## src/rtl/mbrf_pkg.sv

```systemverilog
package mbrf_pkg;

    localparam int DATA_W    = 32;
    localparam int IDX_W     = 4;
    localparam int MODE_W    = 5;

    // logical index landmarks
    localparam int FIRST_BANKED = 8;     // first index with a fast-interrupt copy
    localparam int SP_IDX       = 13;    // first index private to every exception mode
    localparam int PC_IDX       = 15;

    // physical layout derived from the landmarks
    localparam int NSHARED   = PC_IDX;                     // user copies of 0..14
    localparam int FIQ_CNT   = PC_IDX - FIRST_BANKED;      // 8..14
    localparam int PAIR_CNT  = PC_IDX - SP_IDX;            // 13..14
    localparam int FIQ_BASE  = NSHARED;
    localparam int SVC_BASE  = FIQ_BASE + FIQ_CNT;
    localparam int ABT_BASE  = SVC_BASE + PAIR_CNT;
    localparam int UND_BASE  = ABT_BASE + PAIR_CNT;
    localparam int IRQ_BASE  = UND_BASE + PAIR_CNT;
    localparam int NGPR      = IRQ_BASE + PAIR_CNT;
    localparam int PHYS_W    = $clog2(NGPR);

    localparam int NSR       = 5;
    localparam int SR_W      = $clog2(NSR);

    localparam logic [MODE_W-1:0] MODE_USR = 5'b10000;
    localparam logic [MODE_W-1:0] MODE_FIQ = 5'b10001;
    localparam logic [MODE_W-1:0] MODE_IRQ = 5'b10010;
    localparam logic [MODE_W-1:0] MODE_SVC = 5'b10011;
    localparam logic [MODE_W-1:0] MODE_ABT = 5'b10111;
    localparam logic [MODE_W-1:0] MODE_UND = 5'b11011;
    localparam logic [MODE_W-1:0] MODE_SYS = 5'b11111;

    typedef struct packed {
        logic [NGPR-1:0][DATA_W-1:0] gpr;
        logic [NSR-1:0][DATA_W-1:0]  sr;
    } state_t;

    function automatic logic mode_legal(input logic [MODE_W-1:0] m);
        case (m)
            MODE_USR, MODE_FIQ, MODE_IRQ, MODE_SVC,
            MODE_ABT, MODE_UND, MODE_SYS: return 1'b1;
            default:                      return 1'b0;
        endcase
    endfunction

    function automatic logic mode_userlike(input logic [MODE_W-1:0] m);
        return (m == MODE_USR) || (m == MODE_SYS);
    endfunction

    function automatic int pair_base(input logic [MODE_W-1:0] m);
        case (m)
            MODE_SVC: return SVC_BASE;
            MODE_ABT: return ABT_BASE;
            MODE_UND: return UND_BASE;
            MODE_IRQ: return IRQ_BASE;
            default:  return 0;
        endcase
    endfunction

endpackage

```

## src/rtl/mbrf_bank_map.sv

```systemverilog
module mbrf_bank_map
    import mbrf_pkg::*;
(
    input  logic [IDX_W-1:0]  idx,
    input  logic [MODE_W-1:0] mode,
    input  logic              usr,
    output logic [PHYS_W-1:0] phys,
    output logic              hit,
    output logic              is_pc,
    output logic              bad
);

    localparam logic [IDX_W-1:0] BANK_LO = IDX_W'(FIRST_BANKED);
    localparam logic [IDX_W-1:0] PAIR_LO = IDX_W'(SP_IDX);
    localparam logic [IDX_W-1:0] PC_L    = IDX_W'(PC_IDX);

    always_comb begin
        bad   = !mode_legal(mode);
        is_pc = !bad && (idx == PC_L);
        hit   = !bad && (idx != PC_L);
        if (idx < BANK_LO) begin
            phys = PHYS_W'(idx);
        end else if (usr || mode_userlike(mode)) begin
            phys = PHYS_W'(idx);
        end else if (mode == MODE_FIQ) begin
            phys = PHYS_W'(FIQ_BASE) + PHYS_W'(idx - BANK_LO);
        end else if (idx < PAIR_LO) begin
            phys = PHYS_W'(idx);
        end else begin
            phys = PHYS_W'(pair_base(mode)) + PHYS_W'(idx - PAIR_LO);
        end
    end

    // an illegal mode never selects storage or the pc path
    always_comb begin
        if (bad) begin
            a_r9_bad_no_select: assert (!hit && !is_pc)
                else $error("illegal mode selected a register");
        end
    end

endmodule

```

## src/rtl/mbrf_sr_map.sv

```systemverilog
module mbrf_sr_map
    import mbrf_pkg::*;
(
    input  logic [MODE_W-1:0] mode,
    output logic [SR_W-1:0]   slot,
    output logic              ok
);

    always_comb begin
        ok   = 1'b1;
        slot = '0;
        case (mode)
            MODE_FIQ: slot = SR_W'(0);
            MODE_IRQ: slot = SR_W'(1);
            MODE_SVC: slot = SR_W'(2);
            MODE_ABT: slot = SR_W'(3);
            MODE_UND: slot = SR_W'(4);
            default:  ok   = 1'b0;
        endcase
    end

endmodule

```

## src/rtl/mbrf_top.sv

```systemverilog
module mbrf_top
    import mbrf_pkg::*;
#(
    parameter int PC_AHEAD = 8
) (
    input  logic              clk,
    input  logic              rst_n,
    input  logic [DATA_W-1:0] pc_i,
    input  logic [IDX_W-1:0]  rd_a_idx,
    input  logic [MODE_W-1:0] rd_a_mode,
    input  logic              rd_a_usr,
    output logic [DATA_W-1:0] rd_a_data,
    output logic              rd_a_bad,
    input  logic [IDX_W-1:0]  rd_b_idx,
    input  logic [MODE_W-1:0] rd_b_mode,
    input  logic              rd_b_usr,
    output logic [DATA_W-1:0] rd_b_data,
    output logic              rd_b_bad,
    input  logic              wr_en,
    input  logic [IDX_W-1:0]  wr_idx,
    input  logic [MODE_W-1:0] wr_mode,
    input  logic              wr_usr,
    input  logic [DATA_W-1:0] wr_data,
    output logic              wr_bad,
    input  logic [MODE_W-1:0] sr_rd_mode,
    output logic [DATA_W-1:0] sr_rd_data,
    output logic              sr_rd_ok,
    input  logic              sr_wr_en,
    input  logic [MODE_W-1:0] sr_wr_mode,
    input  logic [DATA_W-1:0] sr_wr_data
);

    localparam int NRD   = 2;
    localparam int NPORT = NRD + 1;     // read ports first, write port last
    localparam int WP    = NRD;

    state_t st_d, st_q;

    logic [NPORT-1:0][IDX_W-1:0]  m_idx;
    logic [NPORT-1:0][MODE_W-1:0] m_mode;
    logic [NPORT-1:0]             m_usr;
    logic [NPORT-1:0][PHYS_W-1:0] m_phys;
    logic [NPORT-1:0]             m_hit;
    logic [NPORT-1:0]             m_pc;
    logic [NPORT-1:0]             m_bad;
    logic [NRD-1:0][DATA_W-1:0]   rdata;

    assign m_idx  = {wr_idx,  rd_b_idx,  rd_a_idx};
    assign m_mode = {wr_mode, rd_b_mode, rd_a_mode};
    assign m_usr  = {wr_usr,  rd_b_usr,  rd_a_usr};

    generate
        for (genvar p = 0; p < NPORT; p++) begin : g_map
            mbrf_bank_map u_map (
                .idx   (m_idx[p]),
                .mode  (m_mode[p]),
                .usr   (m_usr[p]),
                .phys  (m_phys[p]),
                .hit   (m_hit[p]),
                .is_pc (m_pc[p]),
                .bad   (m_bad[p])
            );
        end
        for (genvar r = 0; r < NRD; r++) begin : g_rd
            always_comb begin
                if (m_bad[r])
                    rdata[r] = '0;
                else if (m_pc[r])
                    rdata[r] = pc_i + DATA_W'(PC_AHEAD);
                else
                    rdata[r] = st_q.gpr[m_phys[r]];
            end
        end
    endgenerate

    assign rd_a_data = rdata[0];
    assign rd_b_data = rdata[1];
    assign rd_a_bad  = m_bad[0];
    assign rd_b_bad  = m_bad[1];
    assign wr_bad    = m_bad[WP];

    // saved status mapping
    logic [SR_W-1:0] sr_rslot, sr_wslot;
    logic            sr_rvalid, sr_wvalid;

    mbrf_sr_map u_sr_rd (.mode(sr_rd_mode), .slot(sr_rslot), .ok(sr_rvalid));
    mbrf_sr_map u_sr_wr (.mode(sr_wr_mode), .slot(sr_wslot), .ok(sr_wvalid));

    assign sr_rd_ok   = sr_rvalid;
    assign sr_rd_data = sr_rvalid ? st_q.sr[sr_rslot] : '0;

    // next state
    always_comb begin
        st_d = st_q;
        if (wr_en && m_hit[WP])
            st_d.gpr[m_phys[WP]] = wr_data;
        if (sr_wr_en && sr_wvalid)
            st_d.sr[sr_wslot] = sr_wr_data;
    end

    always_ff @(posedge clk) begin
        if (!rst_n)
            st_q <= '0;
        else
            st_q <= st_d;
    end

    // illegal write leaves storage untouched
    a_r9_bad_write_no_change: assert property (@(posedge clk) disable iff (!rst_n)
        (wr_en && wr_bad) |=> $stable(st_q.gpr));

    // a write to index 15 leaves storage untouched
    a_r7_pc_write_ignored: assert property (@(posedge clk) disable iff (!rst_n)
        (wr_en && wr_idx == IDX_W'(PC_IDX)) |=> $stable(st_q.gpr));

    // saved-status writes in user or system mode are dropped
    a_r6_sr_user_write_dropped: assert property (@(posedge clk) disable iff (!rst_n)
        (sr_wr_en && mode_userlike(sr_wr_mode)) |=> $stable(st_q.sr));

    // no valid saved word means zero data
    a_r6_sr_invalid_zero: assert property (@(posedge clk) disable iff (!rst_n)
        !sr_rd_ok |-> (sr_rd_data == '0));

    // indices 0..7 agree across any two legal modes
    a_r2_low_shared: assert property (@(posedge clk) disable iff (!rst_n)
        (rd_a_idx == rd_b_idx && rd_a_idx < IDX_W'(FIRST_BANKED) && !rd_a_bad && !rd_b_bad)
        |-> (rd_a_data == rd_b_data));

    // user and system see the same word
    a_r5_user_system_same: assert property (@(posedge clk) disable iff (!rst_n)
        (rd_a_idx == rd_b_idx && rd_a_usr == rd_b_usr
         && rd_a_mode == MODE_USR && rd_b_mode == MODE_SYS)
        |-> (rd_a_data == rd_b_data));

    // a completed write is visible through the same name next cycle
    a_r10_write_visible: assert property (@(posedge clk) disable iff (!rst_n)
        ($past(wr_en && !wr_bad && wr_idx != IDX_W'(PC_IDX))
         && rd_a_idx == $past(wr_idx) && rd_a_mode == $past(wr_mode)
         && rd_a_usr == $past(wr_usr))
        |-> (rd_a_data == $past(wr_data)));

endmodule

```

## config.mk

```make
export PLATFORM = sky130hd
export DESIGN_NAME = mbrf_top
export DESIGN_NICKNAME = d
export VERILOG_FILES = /design/src/rtl/mbrf_pkg.sv /design/src/rtl/mbrf_bank_map.sv /design/src/rtl/mbrf_sr_map.sv /design/src/rtl/mbrf_top.sv
export SDC_FILE = /design/constraint.sdc
export NUM_CORES = 2
export LEC_CHECK = 0
export ABC_AREA = 0
export BUFFER_PORTS_ARGS = -buffer_cell sky130_fd_sc_hd__buf_4
export CORE_ASPECT_RATIO = 0.75
export CORE_UTILIZATION = 45
export CTS_CLUSTER_SIZE = 10
export DETAILED_ROUTE_END_ITERATION = 12
export HOLD_SLACK_MARGIN = 0.06
export PLACE_DENSITY = 0.73
export SETUP_SLACK_MARGIN = 0.05
export SLEW_MARGIN = 10
export SYNTH_ARGS = -nofsm -noshare
export SYNTH_HDL_FRONTEND = slang
export SYNTH_SLANG_ARGS = --single-unit
```

## constraint.sdc

```tcl
create_clock -name clk -period 3.7 [get_ports clk]
set_clock_uncertainty 0.15 [all_clocks]
set_input_delay 0.185 -clock clk [delete_from_list [all_inputs] [get_ports clk]]
set_output_delay 0.185 -clock clk [all_outputs]
set_load 0.02 [all_outputs]
```

==> summary.txt <==
Slew Viols, Final - 0
Finish-stage setup viols - 64
DP Worst Slack - -0.9498 ns
chip width - 421.1 µm
Mapped Cells - 7,045
layout cell share with drive strength beyond 1 - 25.29%
H-tree Lvls - 4
die area - 133,200 µm²
Yosys reg bits - 1,120
cell area after synthesis - 59,270 µm²
I/O pin cnt - 240
max reg flops - 1,120
most frequent cells in the layout - nand2_1 (1,696), dfxtp_1 (1,120), mux2i_1 (848), buf_4 (794), o21ai_0 (476)
largest net degree at the start of global routing - 91
Most flops, register - st_q
crit path max fanout - 5
worst setup margin - -0.4904 ns
final design utilization - 61.26%
final WL - 290,000 µm
Pre-Repair DR Iteration Count - 12
synth warn - 0
Async S/R FF share, synth - 0%
worst vdd ir - 0.4842 mV
clk buf depth - 3
synth top area cells - dfxtp_1 (38%), mux2i_1 (15%), nand2_1 (11%), o21ai_0 (4.6%), nand3_1 (4.2%)
clock slew at the register clock pins of the worst setup and hold paths - 0.05 ns
Critical Path End Type - output pin
Initial Util - 45.66%
cell mode on critical path - a211o_1
CP max-delay cell - or4_4
P_sw - 9.181 mW
row count - 114
startpoint types - primary input
routed wl met2 - 114,400 µm
Comb power frac - 20.1%
synthesized net count - 7,213
Synth Flop Type - dfxtp_1
final period utilization - 113.3%
pwr/cell area - 384.0 nW/µm²
Synth area leader - dfxtp_1
part of the Yosys area used for sequential elements - 37.83%
min Tclk post-route - 4.190 ns
Post-Synthesis Mean Instance Area - 8.412 µm²
RSZ-0062 raised after global routing - true
die height - 316.3 µm
top cell type's share of synthesized area - 37.83%
CTS buffer count - 134
Num Clock Sinks - 1,120
GPL Wtd Cong - 1.046
WL met3 - 48,580 µm
Post-synth EDFFs - 0
Clock power frac - 40.1%
Worst Tran Pin Value - 1.268 ns
Achievable Freq - 238.6 MHz
Leakage - 29.23 nW
Max-Cap Viols - 0
switching share of power - 30.07%
Setup TNS - -21.95 ns
Slowest Stage Delay on Critical Path - 0.53 ns
DP HPWL - 193,500 µm
count of final hold-check violations - 0
Final Cell Area - 79,510 µm²
worst-skew pair later-pin latency - 0.78 ns
Largest regs - st_q (1120)
status - finished with violations
core box area - 129,800 µm²
Synth cell types - 95
placed cell area - 68,840 µm²
TritonCTS clock tree - done
GRT Residual Overflow - 0
commonest non-fill, non-tap cell in the layout - nand2_1
clk root buf - clkbuf_16
DR vias - 64,690
critical path arrival - 3.86 ns
Critical Path RT - 3.37 ns
Iteration-0 DRC Markers - 11,590
initial antenna violation count - 18
Hold Path Class - primary input to register
Internal - 21.35 mW
# nets final - 7,993
slew margin rel. - 15.26%
max layer used - met5
failing checks - DRC, setup timing
Setup CP Type - primary input to output pin
sequential share of power - 39.7%
DR WL/cell - 30.16 µm
first-pass GRT wire length - 408,600 µm
IO Port Bufs - 239
Final ANT Viol Nets - 0
DRC errors left - 2
Vias/cell - 6.728
WL met1 - 109,000 µm
number of global-route vias before repair - 58,950
area delta synth->final - 34.17%
Total GRT Usage - 41.29%
worst-path cell chain - buf_8 -> nand4b_1 -> ha_1 -> inv_2 -> ha_4 -> fa_2 -> xor2_1 -> a211o_1 -> a211o_1 -> a211oi_4 -> nand2_2 -> buf_12 -> o22ai_4 -> nor4_2 -> or4_4 -> o21ai_4 -> buf_6
[path summary, 6_finish.rpt]
| path | startpoint | to | slack [ns] | cells after the start |
|---|---|---|---|---|
| setup / recovery | rd_a_mode[2] | rd_a_data[19] | -0.49 | 17 |
| hold / removal | wr_idx[3] | st_q[733] | 0.08 | 6 |
| setup reg to reg | st_q[713] | st_q[713] | 2.56 | 2 |
| hold reg to reg | st_q[52] | st_q[52] | 0.31 | 2 |
[power by group through the flow]
stage	registers (mW)	logic [mW]	clock network [mW]
final	12.1	6.15	12.3
after floorplan	12.4	2.13	0
after global routing	12.1	6.16	12.7
after CTS	12.1	5.48	12.2
after detailed placement	12.4	4.62	0
after global placement	12.4	4.59	0
[critical path, delay by kind of cell]
family          cells  cell delay, ns
compound gates      5            1.22
fa+ha+maj           3            0.80
xor+xnor            1            0.16
simple gates        4            0.98
buf+inv             4            0.50
[per-layer routing]
layer	global-route usage, %	vias to the layer above
li1	-	26870
met1	54.67	30950
met2	57.09	5654
met3	16.53	1189
met4	22.12	26
met5	0.3819	-
[cell usage after synthesis (36+ instances only)]
cell	count
a221oi_1	94
o21ai_0	541
a211oi_1	77
a311oi_1	36
nand3_1	494
a21oi_1	189
nor2_1	118
nor3_1	46
mux2i_1	859
and3_1	69
o22ai_1	55
a22o_1	43
a31oi_1	46
nand2_1	1728
mux4_2	107
clkbuf_1	400
a21boi_0	162
a32oi_1	58
dfxtp_1	1120
buf_4	52
buf_2	160
[timing repair]
action	CTS	global route
endpoints found under the setup margin	64	64
hold buffers	105	0
pin swaps	166	164
cloned	13	2
gates resized for setup	553	297
endpoints found under the hold margin	513	0
buffers inserted	122	65
[stage by stage]
stage / power (mW) / instances / hold slack [ns]
after global placement: 16.98 / 9157 / 0.2938
after detailed placement: 17.01 / 9158 / 0.3003
after floorplan: 14.51 / 7045 / 0.1654
final: 30.53 / 9615 / 0.07552
after CTS: 29.80 / 9554 / 0.06047
after global routing: 30.96 / 9608 / 0.09173
[logic make-up (layout without fill, tap and decap cells)]
| logic type | Yosys count | after routing | synth area share (%) |
|---|---|---|---|
| DFF | 1120 | 1120 | 37.83 |
| and+or+nand+nor | 2621 | 2622 | 19.00 |
| adders and majority gates | 29 | 29 | 0.6460 |
| AOI/OAI and AO/OA | 1562 | 1562 | 17.50 |
| muxes | 982 | 982 | 18.90 |
| xor gates and xnor gates | 33 | 33 | 0.4877 |
| other | 0 | 13 | 0 |
| buffers and inverters | 698 | 1514 | 5.631 |
[final cells by class]
cell class	instances	area (µm²)
fill	10530	50290
antenna	13	32.53
tap	1740	2177
timing repair buffer	1319	14000
sequential	1120	22420
inverter	22	82.58
clock inverter	20	257.7
multi-input combinational	5228	37000
clock buffer	153	3538
(Power assumes the default switching activity.)
